**src/rtl/wdt_pkg.sv**
```systemverilog
package wdt_pkg;

    localparam int WDT_DIGITS  = 4;
    localparam int WDT_DATA_W  = 8;
    localparam int WDT_ADDR_W  = 2;
    localparam int WDT_DIG_PER_BYTE = WDT_DATA_W / 4;

    typedef logic [WDT_DIGITS-1:0][3:0] bcd_t;

    typedef enum logic [WDT_ADDR_W-1:0] {
        ADDR_RLD_LO = 2'd0,
        ADDR_RLD_HI = 2'd1,
        ADDR_CTRL   = 2'd2,
        ADDR_SPARE  = 2'd3
    } wdt_addr_e;

    typedef struct packed {
        logic wd_mode;
        logic pol_b_high;
        logic route_b;
    } wdt_ctrl_t;

    localparam int CTRL_W = $bits(wdt_ctrl_t);
    localparam int STAT_FLAG_BIT  = WDT_DATA_W - 1;
    localparam int STAT_ALARM_BIT = WDT_DATA_W - 2;

    function automatic logic bcd_is_zero(input bcd_t v);
        return v == '0;
    endfunction

    function automatic logic bcd_is_one(input bcd_t v);
        return (v[0] == 4'd1) && (v[WDT_DIGITS-1:1] == '0);
    endfunction

    function automatic logic [3:0] bcd_digit_dec(input logic [3:0] d);
        return (d == 4'd0) ? 4'd9 : d - 4'd1;
    endfunction

endpackage

```
**src/rtl/wdt_bcd_down.sv**
```systemverilog
module wdt_bcd_down
    import wdt_pkg::*;
(
    input  logic clk,
    input  logic rst,
    input  logic load,
    input  bcd_t load_val,
    input  logic tick,
    input  bcd_t reload_val,
    output bcd_t cnt_o,
    output logic expire_o
);

    bcd_t cnt_q;
    bcd_t cnt_dec;
    logic [WDT_DIGITS:0] borrow;

    assign borrow[0] = 1'b1;

    for (genvar i = 0; i < WDT_DIGITS; i++) begin : g_digit
        assign cnt_dec[i]    = borrow[i] ? bcd_digit_dec(cnt_q[i]) : cnt_q[i];
        assign borrow[i + 1] = borrow[i] && (cnt_q[i] == 4'd0);
    end

    logic run;
    assign run      = tick && !load && !bcd_is_zero(reload_val);
    assign expire_o = run && bcd_is_one(cnt_q);

    always_ff @(posedge clk) begin
        if (rst) begin
            cnt_q <= '0;
        end else if (load) begin
            cnt_q <= load_val;
        end else if (run) begin
            cnt_q <= bcd_is_one(cnt_q) ? reload_val : cnt_dec;
        end
    end

    assign cnt_o = cnt_q;

endmodule

```
**src/rtl/wdt_irq_route.sv**
```systemverilog
module wdt_irq_route
    import wdt_pkg::*;
(
    input  logic      timer_flag,
    input  logic      alarm_flag,
    input  wdt_ctrl_t ctrl,
    output logic      irq_a_n,
    output logic      irq_b
);

    logic src_a, src_b;

    always_comb begin
        if (ctrl.route_b) begin
            src_a = alarm_flag;
            src_b = timer_flag;
        end else begin
            src_a = timer_flag;
            src_b = alarm_flag;
        end
        irq_a_n = ~src_a;
        irq_b   = ctrl.pol_b_high ? src_b : ~src_b;
    end

endmodule

```
**src/rtl/wdt_interval_top.sv**
```systemverilog
module wdt_interval_top
    import wdt_pkg::*;
(
    input  logic                  clk,
    input  logic                  rst,
    input  logic                  tick,
    input  logic                  cs,
    input  logic                  we,
    input  logic [WDT_ADDR_W-1:0] addr,
    input  logic [WDT_DATA_W-1:0] wdata,
    output logic [WDT_DATA_W-1:0] rdata,
    input  logic                  tod_alarm,
    output logic                  irq_a_n,
    output logic                  irq_b
);

    localparam int LO_TOP = WDT_DIG_PER_BYTE - 1;
    localparam int HI_BOT = WDT_DIG_PER_BYTE;
    localparam int HI_TOP = WDT_DIGITS - 1;

    wdt_addr_e addr_e;
    assign addr_e = wdt_addr_e'(addr);

    logic wr, rd, wr_reload, rd_status, restart, expire;
    bcd_t reload_q, reload_nx, cnt;
    wdt_ctrl_t ctrl_q;
    logic flag_q;

    assign wr        = cs && we;
    assign rd        = cs && !we;
    assign wr_reload = wr && (addr_e == ADDR_RLD_LO || addr_e == ADDR_RLD_HI);
    assign rd_status = rd && (addr_e == ADDR_CTRL);
    assign restart   = wr_reload || (ctrl_q.wd_mode && cs);

    always_comb begin
        reload_nx = reload_q;
        if (wr && addr_e == ADDR_RLD_LO) reload_nx[LO_TOP:0]      = wdata;
        if (wr && addr_e == ADDR_RLD_HI) reload_nx[HI_TOP:HI_BOT] = wdata;
    end

    always_ff @(posedge clk) begin
        if (rst) begin
            reload_q <= '0;
            ctrl_q   <= '0;
            flag_q   <= 1'b0;
        end else begin
            reload_q <= reload_nx;
            if (wr && addr_e == ADDR_CTRL) ctrl_q <= wdt_ctrl_t'(wdata[CTRL_W-1:0]);
            if (expire)         flag_q <= 1'b1;
            else if (rd_status) flag_q <= 1'b0;
        end
    end

    always_comb begin
        rdata = '0;
        case (addr_e)
            ADDR_RLD_LO: rdata = reload_q[LO_TOP:0];
            ADDR_RLD_HI: rdata = reload_q[HI_TOP:HI_BOT];
            ADDR_CTRL: begin
                rdata[STAT_FLAG_BIT]  = flag_q;
                rdata[STAT_ALARM_BIT] = tod_alarm;
                rdata[CTRL_W-1:0]     = ctrl_q;
            end
            default: rdata = '0;
        endcase
    end

    wdt_bcd_down u_cnt (
        .clk        (clk),
        .rst        (rst),
        .load       (restart),
        .load_val   (reload_nx),
        .tick       (tick),
        .reload_val (reload_q),
        .cnt_o      (cnt),
        .expire_o   (expire)
    );

    wdt_irq_route u_route (
        .timer_flag (flag_q),
        .alarm_flag (tod_alarm),
        .ctrl       (ctrl_q),
        .irq_a_n    (irq_a_n),
        .irq_b      (irq_b)
    );

endmodule

```
**config.mk**
```make
export PLATFORM = sky130hd
export DESIGN_NAME = wdt_interval_top
export DESIGN_NICKNAME = d
export VERILOG_FILES = /design/src/rtl/wdt_pkg.sv /design/src/rtl/wdt_bcd_down.sv /design/src/rtl/wdt_irq_route.sv /design/src/rtl/wdt_interval_top.sv
export SDC_FILE = /design/constraint.sdc
export NUM_CORES = 1
export LEC_CHECK = 0
export CORE_MARGIN = 5
export CORE_UTILIZATION = 49
export CTS_CLUSTER_DIAMETER = 200
export DETAILED_ROUTE_END_ITERATION = 6
export GPL_ROUTABILITY_DRIVEN = 0
export PLACE_DENSITY = 0.75
export RECOVER_POWER = 100
export SLEW_MARGIN = 20
export SYNTH_ARGS = -nofsm -noshare
export SYNTH_HDL_FRONTEND = slang
export SYNTH_SLANG_ARGS = --single-unit
export TNS_END_PERCENT = 30
```
**constraint.sdc**
```tcl
create_clock -name clk -period 2 [get_ports clk]
set_input_delay 0.4 -clock clk [delete_from_list [all_inputs] [get_ports clk]]
set_output_delay 0.4 -clock clk [all_outputs]
set_load 0.02 [all_outputs]
```
==> results of run 1 <==
## final cells by class
type	count	share of cell area, %
sequential	36	24.1
tap	50	2.08
inverter	2	0.250
clock buffer	6	2.75
timing repair buffer	96	26.1
clock inverter	2	0.333
multi-input combinational	212	44.5
## kinds of logic after synthesis
logic type | after synthesis | share of synthesized area (%)
buffers and inverters | 14 | 3.28
multiplexers | 18 | 8.90
AO/OA/AOI/OAI | 85 | 26.4
AND/OR/NAND/NOR | 105 | 24.1
flip-flops | 36 | 35.6
XOR/XNOR | 4 | 1.73
## synth_stat cells, types with 2 or more instances
cell,instances
o22ai_1,2
clkbuf_1,7
xor2_1,3
nor2b_1,3
o2111ai_1,2
buf_2,2
o211ai_1,4
a211oi_1,2
nand3_1,8
nand2_1,43
o21ai_0,18
a311oi_1,2
o21ai_1,3
mux2i_1,18
and3_1,3
or4_4,3
o211a_1,2
a31oi_1,3
a21oi_1,34
a22oi_1,2
nor4_1,4
nor3_1,6
nor2_1,29
o21a_1,4
dfxtp_1,36
inv_1,2
## metal layers
metal	vias to the layer above	wire (um)
met1	1140	3010
met2	113	3110
met5	-	0
li1	1146	-
met3	12	511
met4	0	85
## registers in the layout (all words and copies together), names as in the netlist
register / flops
u_cnt.cnt_o: 16
flag_q: 1
reload_q: 16
ctrl_q: 3
## worst max-delay path: stages
cell,delay (ns)
clkdlybuf4s50_1,0.47
nor2b_1,0.13
buf_4,0.15
nand2_1,0.07
o21ai_0,0.11
clkdlybuf4s15_1,0.34
## per-stage QoR
step                instances  TNS [ns]  setup slack, ns  area [sq um]
global route              404    -0.747           -0.133          3010
floorplan                 262         0            0.101          2020
finish                    404   -0.0684          -0.0677          3010
CTS                       399    -0.366           -0.122          2870
global placement          391     -6.61           -0.361          2770
detailed placement        391     -7.16           -0.426          2770
## how the worst max path moves through the flow
| stage | from | to | slack [ns] | cells after the start |
|---|---|---|---|---|
| floorplan | reload_q[7]$_SDFF_PP0_ | u_cnt.cnt_o[0]$_SDFFE_PP0P_ | 0.10 | 7 |
| global placement | addr[0] | rdata[0] | -0.36 | 5 |
| detailed placement | addr[0] | rdata[0] | -0.43 | 5 |
| CTS | reload_q[7]$_SDFF_PP0_ | u_cnt.cnt_o[10]$_SDFFE_PP0P_ | -0.12 | 6 |
| global route | addr[1] | rdata[0] | -0.13 | 6 |
| finish | addr[1] | rdata[0] | -0.07 | 6 |
## placed cells by master (no fill, tap or decap), types with 3 or more instances in the layout
cell             count
a21oi_1             33
a31oi_1              3
buf_4               62
buf_6                6
clkbuf_1             3
clkbuf_8             6
clkdlybuf4s15_1      5
clkdlybuf4s50_1     14
dfxtp_1             34
dlygate4sd2_1        5
mux2i_1             18
nand2_1             42
nand3_1              8
nor2_1              28
nor3_1               6
o211ai_1             4
o21a_1               3
o21ai_0             16
o21ai_2              3
o21ai_4              3
or4_4                4
xor2_1               3
## where the power goes
part | switching (uW) | total, uW | internal, uW
Combinational | 385 | 751 | 366
Clock | 265 | 540 | 275
Sequential | 44.2 | 811 | 767
## what timing repair did
item,in CTS,in global routing
setup buffers,0,6
endpoints found under the hold margin,0,0
resized for setup,19,31
pin swaps,1,14
endpoints found under the setup margin,20,21
==> results by group, run 1 <==
Run status
  • Status: complete, but fails checks
  • Failing checks: setup timing

Critical path
  • Reg2Reg Depth: 7
  • Crit path kind: input pin to output pin
  • Startpoint Class: input pin
  • Reg-to-reg slack, setup: 0.01 ns
  • FF-to-FF Start: reload_q[4]$_SDFF_PP0_
  • CP endpoint kind: output pin
  • CP Data Required Time: 1.60 ns
  • Max FO, Critical Path: 6
  • R2r endpoint: u_cnt.cnt_o[13]$_SDFFE_PP0P_
  • Crit path arrival time: roughly 1.7 ns

Flow run
  • Number of max-cap violations: 0

Timing
  • Max Clk Rate: 484 MHz
  • Setup-failing EPs final: 2
  • Final hold viol count: 0
  • Fin crit period: 2.07 ns
  • Final Cycle Share: 103%
  • Clk_skew: 0.00460 ns
  • Max-slew violations: 0
  • Setup repair after global routing missed its margin: true
  • Worst relative slew slack: 64.1%
  • Worst-margin pin slew: 0.532 ns
  • Worst setup margin: -0.0677 ns
  • Hold slack: approximately 0.5 ns

Logic synthesis
  • Post-synthesis sequential area ratio: 35.6%
  • Top FF cell, synth: dfxtp_1
  • YS warnings: 0
  • FF+latch count, synth: 36
  • Post-synth EDFFs: 0
  • Synth area leader: dfxtp_1
  • Post-Syn Area: 2020 sq um
  • Unique masters post-synth: 43
  • Syn avg cell area: 7.73 sq um
  • Top post-synthesis cells by area: dfxtp_1 (36%), mux2i_1 (8.9%), a21oi_1 (8.4%)
  • Share of the synthesized area in the top cell type: approximately 36%
  • Cells after Synth: 262
  • Post-synthesis async set-or-reset flop share: 0%
  • Synth Net Count: roughly 280

Clock tree
  • Clock insertion delay at the later pin of the skew report: approximately 0.29 ns
  • Reg clk slew, reported paths: roughly 0.070 ns
  • Clock tree sinks: 36
  • CTS tree: built
  • Clock Root Buffer: clkbuf_8
  • Post-CTS Hold Buffers: 0
  • Clock Path Buffers: 2
  • Total CTS buffers: 5
  • H-tree depth: 2

Drt
  • DR iter-0 viols: 210
  • Post-detailed-route count of antenna-violating nets: 0
  • WL final: 6730 um
  • Vias per cell: roughly 6.0
  • WL per Instance: 16.6 um
  • Drt pass-1 iters: 4
  • DRC Markers: 0
  • Via count: 2411

Floorplanning
  • Initial core utilization: 50.6%
  • Die height: 74.3 um
  • Core area: 4000 sq um
  • I/O pin count: 26
  • Rows: 23
  • Die ar.: 5520 sq um
  • Die span in x: about 74 um

Cells and area
  • FF+latch area: between 700 and 800 sq um
  • Nets: 369
  • Multi-input gate area: 1340 sq um
  • Share of cells above drive strength 1: 29.4%
  • Final core occ: roughly 75%
  • Fillers: 308
  • Area Growth Syn to Fin: 48.5%
  • Antenna diodes: 0

Placed design
  • HPWL after detailed placement: 4700 um
  • IO Port Bufs: 25

Global route
  • Met1 Usage GRT: 32.9%
  • GRT Total Usage: 23.8%
  • Largest net degree at the start of global routing: 24
  • First-pass GRT wire length: ~10000 um
  • GR Layer Usage met2: 38.2%
  • Initial antenna violation count: 0
  • GRT overflow: 0
  • GRT busiest layer: met2
  • Met3 Track Usage GR: 3.65%
  • Vias in the first global route: 2135

Min path
  • Hold crit path type: flip-flop to flip-flop
  • Worst Hold Path EP: u_cnt.cnt_o[14]$_SDFFE_PP0P_
  • Hold path cells: 2
  • Hold_sp: u_cnt.cnt_o[14]$_SDFFE_PP0P_

Power
  • Worst VDD drop: between 0.5 and 0.6 mV
  • Leakage power: about 0.0013 uW
  • Pwr per Cell Area: 699 nW/um^2
  • Total power: 2100 uW
Power figures use the tool's default switching activity.
==> run 2: changes to the inputs <==
- CORE_UTILIZATION: 49 -> 40
- GPL_ROUTABILITY_DRIVEN: 0 -> 1
- PLACE_DENSITY: 0.75 -> default
==> run 2 against run 1 <==
Net effect:
- the flow still finishes with violations (setup timing)
- power is 1.6% higher
- sequential power hardly changed
- critical path type is now flip-flop to flip-flop
- critical path depth is 2 higher
- global-route usage is 2.3 points lower
- die area is 19% higher
- clock power is 5.7% higher
- final area is 0.54% higher
- utilization is 12 points lower
- non-clock buffer count is 3 higher
- wire length is 3.4% lower
==> results by group, run 2 (synthesized netlist as in run 1, its figures left out) <==
Critical path
  • Critical Path Slowest Stage Cell: or4_4
  • Crit path kind: flip-flop to flip-flop
  • Crit-path cells: or4_4 > o41ai_4 > buf_6 > buf_6 > a31oi_2 > mux2i_1 > nor2_1 > a211oi_2
  • Cell family with most CP delay: simple AND/OR/NAND/NOR gates
  • Top cell by count, worst path: buf_6
  • Crit path arrival time: 2.26 ns
  • Max FO, Critical Path: 5
  • Crit-path max cell delay: 0.55 ns
  • CP Data Required Time: 2.22 ns
  • CP Buf/Inv Count: 2
  • CP endpoint kind: flip-flop
  • Startpoint Class: flip-flop

Floorplanning
  • Die height: 81.1 um
  • Die span in x: between 80 and 90 um
  • Initial core utilization: 42.0%
  • Core area: 4820 sq um
  • I/O pin count: 26
  • Die ar.: 6580 sq um
  • Rows: 25

Drt
  • WL per Instance: 15.4 um
  • WL final: 6500 um
  • Via count: ~2300
  • Post-detailed-route count of antenna-violating nets: 0
  • Vias per cell: 5.35
  • DR iter-0 viols: 155
  • Drt pass-1 iters: 4
  • DRC Markers: 0

Global route
  • Vias in the first global route: 2136
  • Initial antenna violation count: 0
  • Largest net degree at the start of global routing: 32
  • GRT Total Usage: 21.5%
  • GRT overflow: 0
  • First-pass GRT wire length: 10700 um

Timing
  • Final Cycle Share: 102%
  • Hold slack: 0.491 ns
  • Max-slew violations: 0
  • Final hold viol count: 0
  • Max Clk Rate: 492 MHz
  • Fin crit period: 2.03 ns
  • Setup-failing EPs final: 4
  • Clk_skew: 0.00250 ns
  • Worst setup margin: -0.0342 ns
  • Worst relative slew slack: between 70% and 80%
  • Setup repair after global routing missed its margin: true
  • Worst-margin pin slew: 0.393 ns

Cells and area
  • Antenna diodes: 0
  • Nets: 372
  • Finished Cell Area: about 3000 sq um
  • Area Growth Syn to Fin: 49.3%
  • Most common cell after layout, fill and taps aside: buf_4
  • Final cell count without fillers: 423
  • Share of cells above drive strength 1: 29.8%
  • Most frequent cells in the layout: buf_4 (63), nand2_1 (43), dfxtp_1 (34)

Clock tree
  • H-tree depth: 2
  • Clock insertion delay at the later pin of the skew report: 0.30 ns
  • Total CTS buffers: 5
  • Clock Root Buffer: clkbuf_8
  • Post-CTS Hold Buffers: 0
  • Reg clk slew, reported paths: ~0.070 ns
  • Clock Path Buffers: 2
  • Clock tree sinks: 36
  • CTS tree: built

Placed design
  • IO Port Bufs: 25
  • HPWL after detailed placement: 4890 um
  • Placed cells: 412
  • Area after DPL: 2840 sq um
  • RD Place Congestion: 0.853

Power
  • Pwr per Cell Area: 707 nW/um^2
  • Worst VDD drop: 0.400 mV
  • Leakage power: 0.00128 uW

Run status
  • Failing checks: setup timing
  • Status: complete, but fails checks

Flow run
  • Number of max-cap violations: 0

Min path
  • Hold crit path type: flip-flop to flip-flop
## run 2: cell count changes in the layout (fill, tap and decap cells not counted), moves of 2 or more
cell / before / now
clkinv_2: 2 / 0
o21ai_1: 0 / 4
clkdlybuf4s15_1: 5 / 1
buf_12: 0 / 2
o21ai_0: 16 / 14
buf_6: 6 / 3
o21ai_4: 3 / 1
clkbuf_2: 1 / 6
## run 2: tightest hold or removal path, delay by kind of cell, from the launching register on
family	cells	cell delay (ns)
AOI/OAI and AO/OA	1	0.05
and+or+nand+nor	1	0.06
DFF	1	0.33
## run 2: what timing repair did
item / in CTS / in global routing
buffers inserted: 0 / 4
hold endpoints to repair: 0 / 0
pin swaps: 0 / 6
gates resized for setup: 24 / 27
endpoints found under the setup margin: 19 / 19
## run 2: final cells by class
type                       count  area [sq um]
multi-input combinational    212          1310
tap                           67          83.8
timing repair buffer          99           798
sequential                    36           723
clock buffer                   7          96.3
fill                         474          1800
inverter                       2          7.51
## run 2: metal layers
layer | vias up | share of wire [%] | global-route usage [%]
met3 | 9 | 5.7 | 4.55
met5 | - | 0 | 0
li1 | 1139 | - | -
met2 | 63 | 43 | 31.3
met4 | 0 | 1.8 | 8.95
met1 | 1051 | 49 | 30.4
## run 2: through the flow
step	utilization, %	TNS, ns	worst slack (ns)	power [uW]
2_1_floorplan	-	0	0.101	1180
3_3_place_gp	58.9	-5.11	-0.313	1490
3_5_place_dp	58.9	-5.58	-0.353	1500
4_1_cts	60.9	-0.655	-0.135	2060
5_1_grt	62.7	-0.469	-0.0992	2260
6_report	62.7	-0.0772	-0.0342	2140
## run 2: power breakdown
part	internal (uW)	leakage [uW]	switching [uW]
clock network	307	0.0000503	264
registers	767	0.000294	45.5
logic	381	0.000940	371
## run 2: final timing paths
check                           depth (start not counted)                            to  slack (ns)                          from
worst min register to register                          2  u_cnt.cnt_o[14]$_SDFFE_PP0P_        0.49  u_cnt.cnt_o[14]$_SDFFE_PP0P_
worst min-delay path                                    2  u_cnt.cnt_o[14]$_SDFFE_PP0P_        0.49  u_cnt.cnt_o[14]$_SDFFE_PP0P_
worst max register to register                          8   u_cnt.cnt_o[0]$_SDFFE_PP0P_       -0.03        reload_q[4]$_SDFF_PP0_
worst max-delay path                                    8   u_cnt.cnt_o[0]$_SDFFE_PP0P_       -0.03        reload_q[4]$_SDFF_PP0_
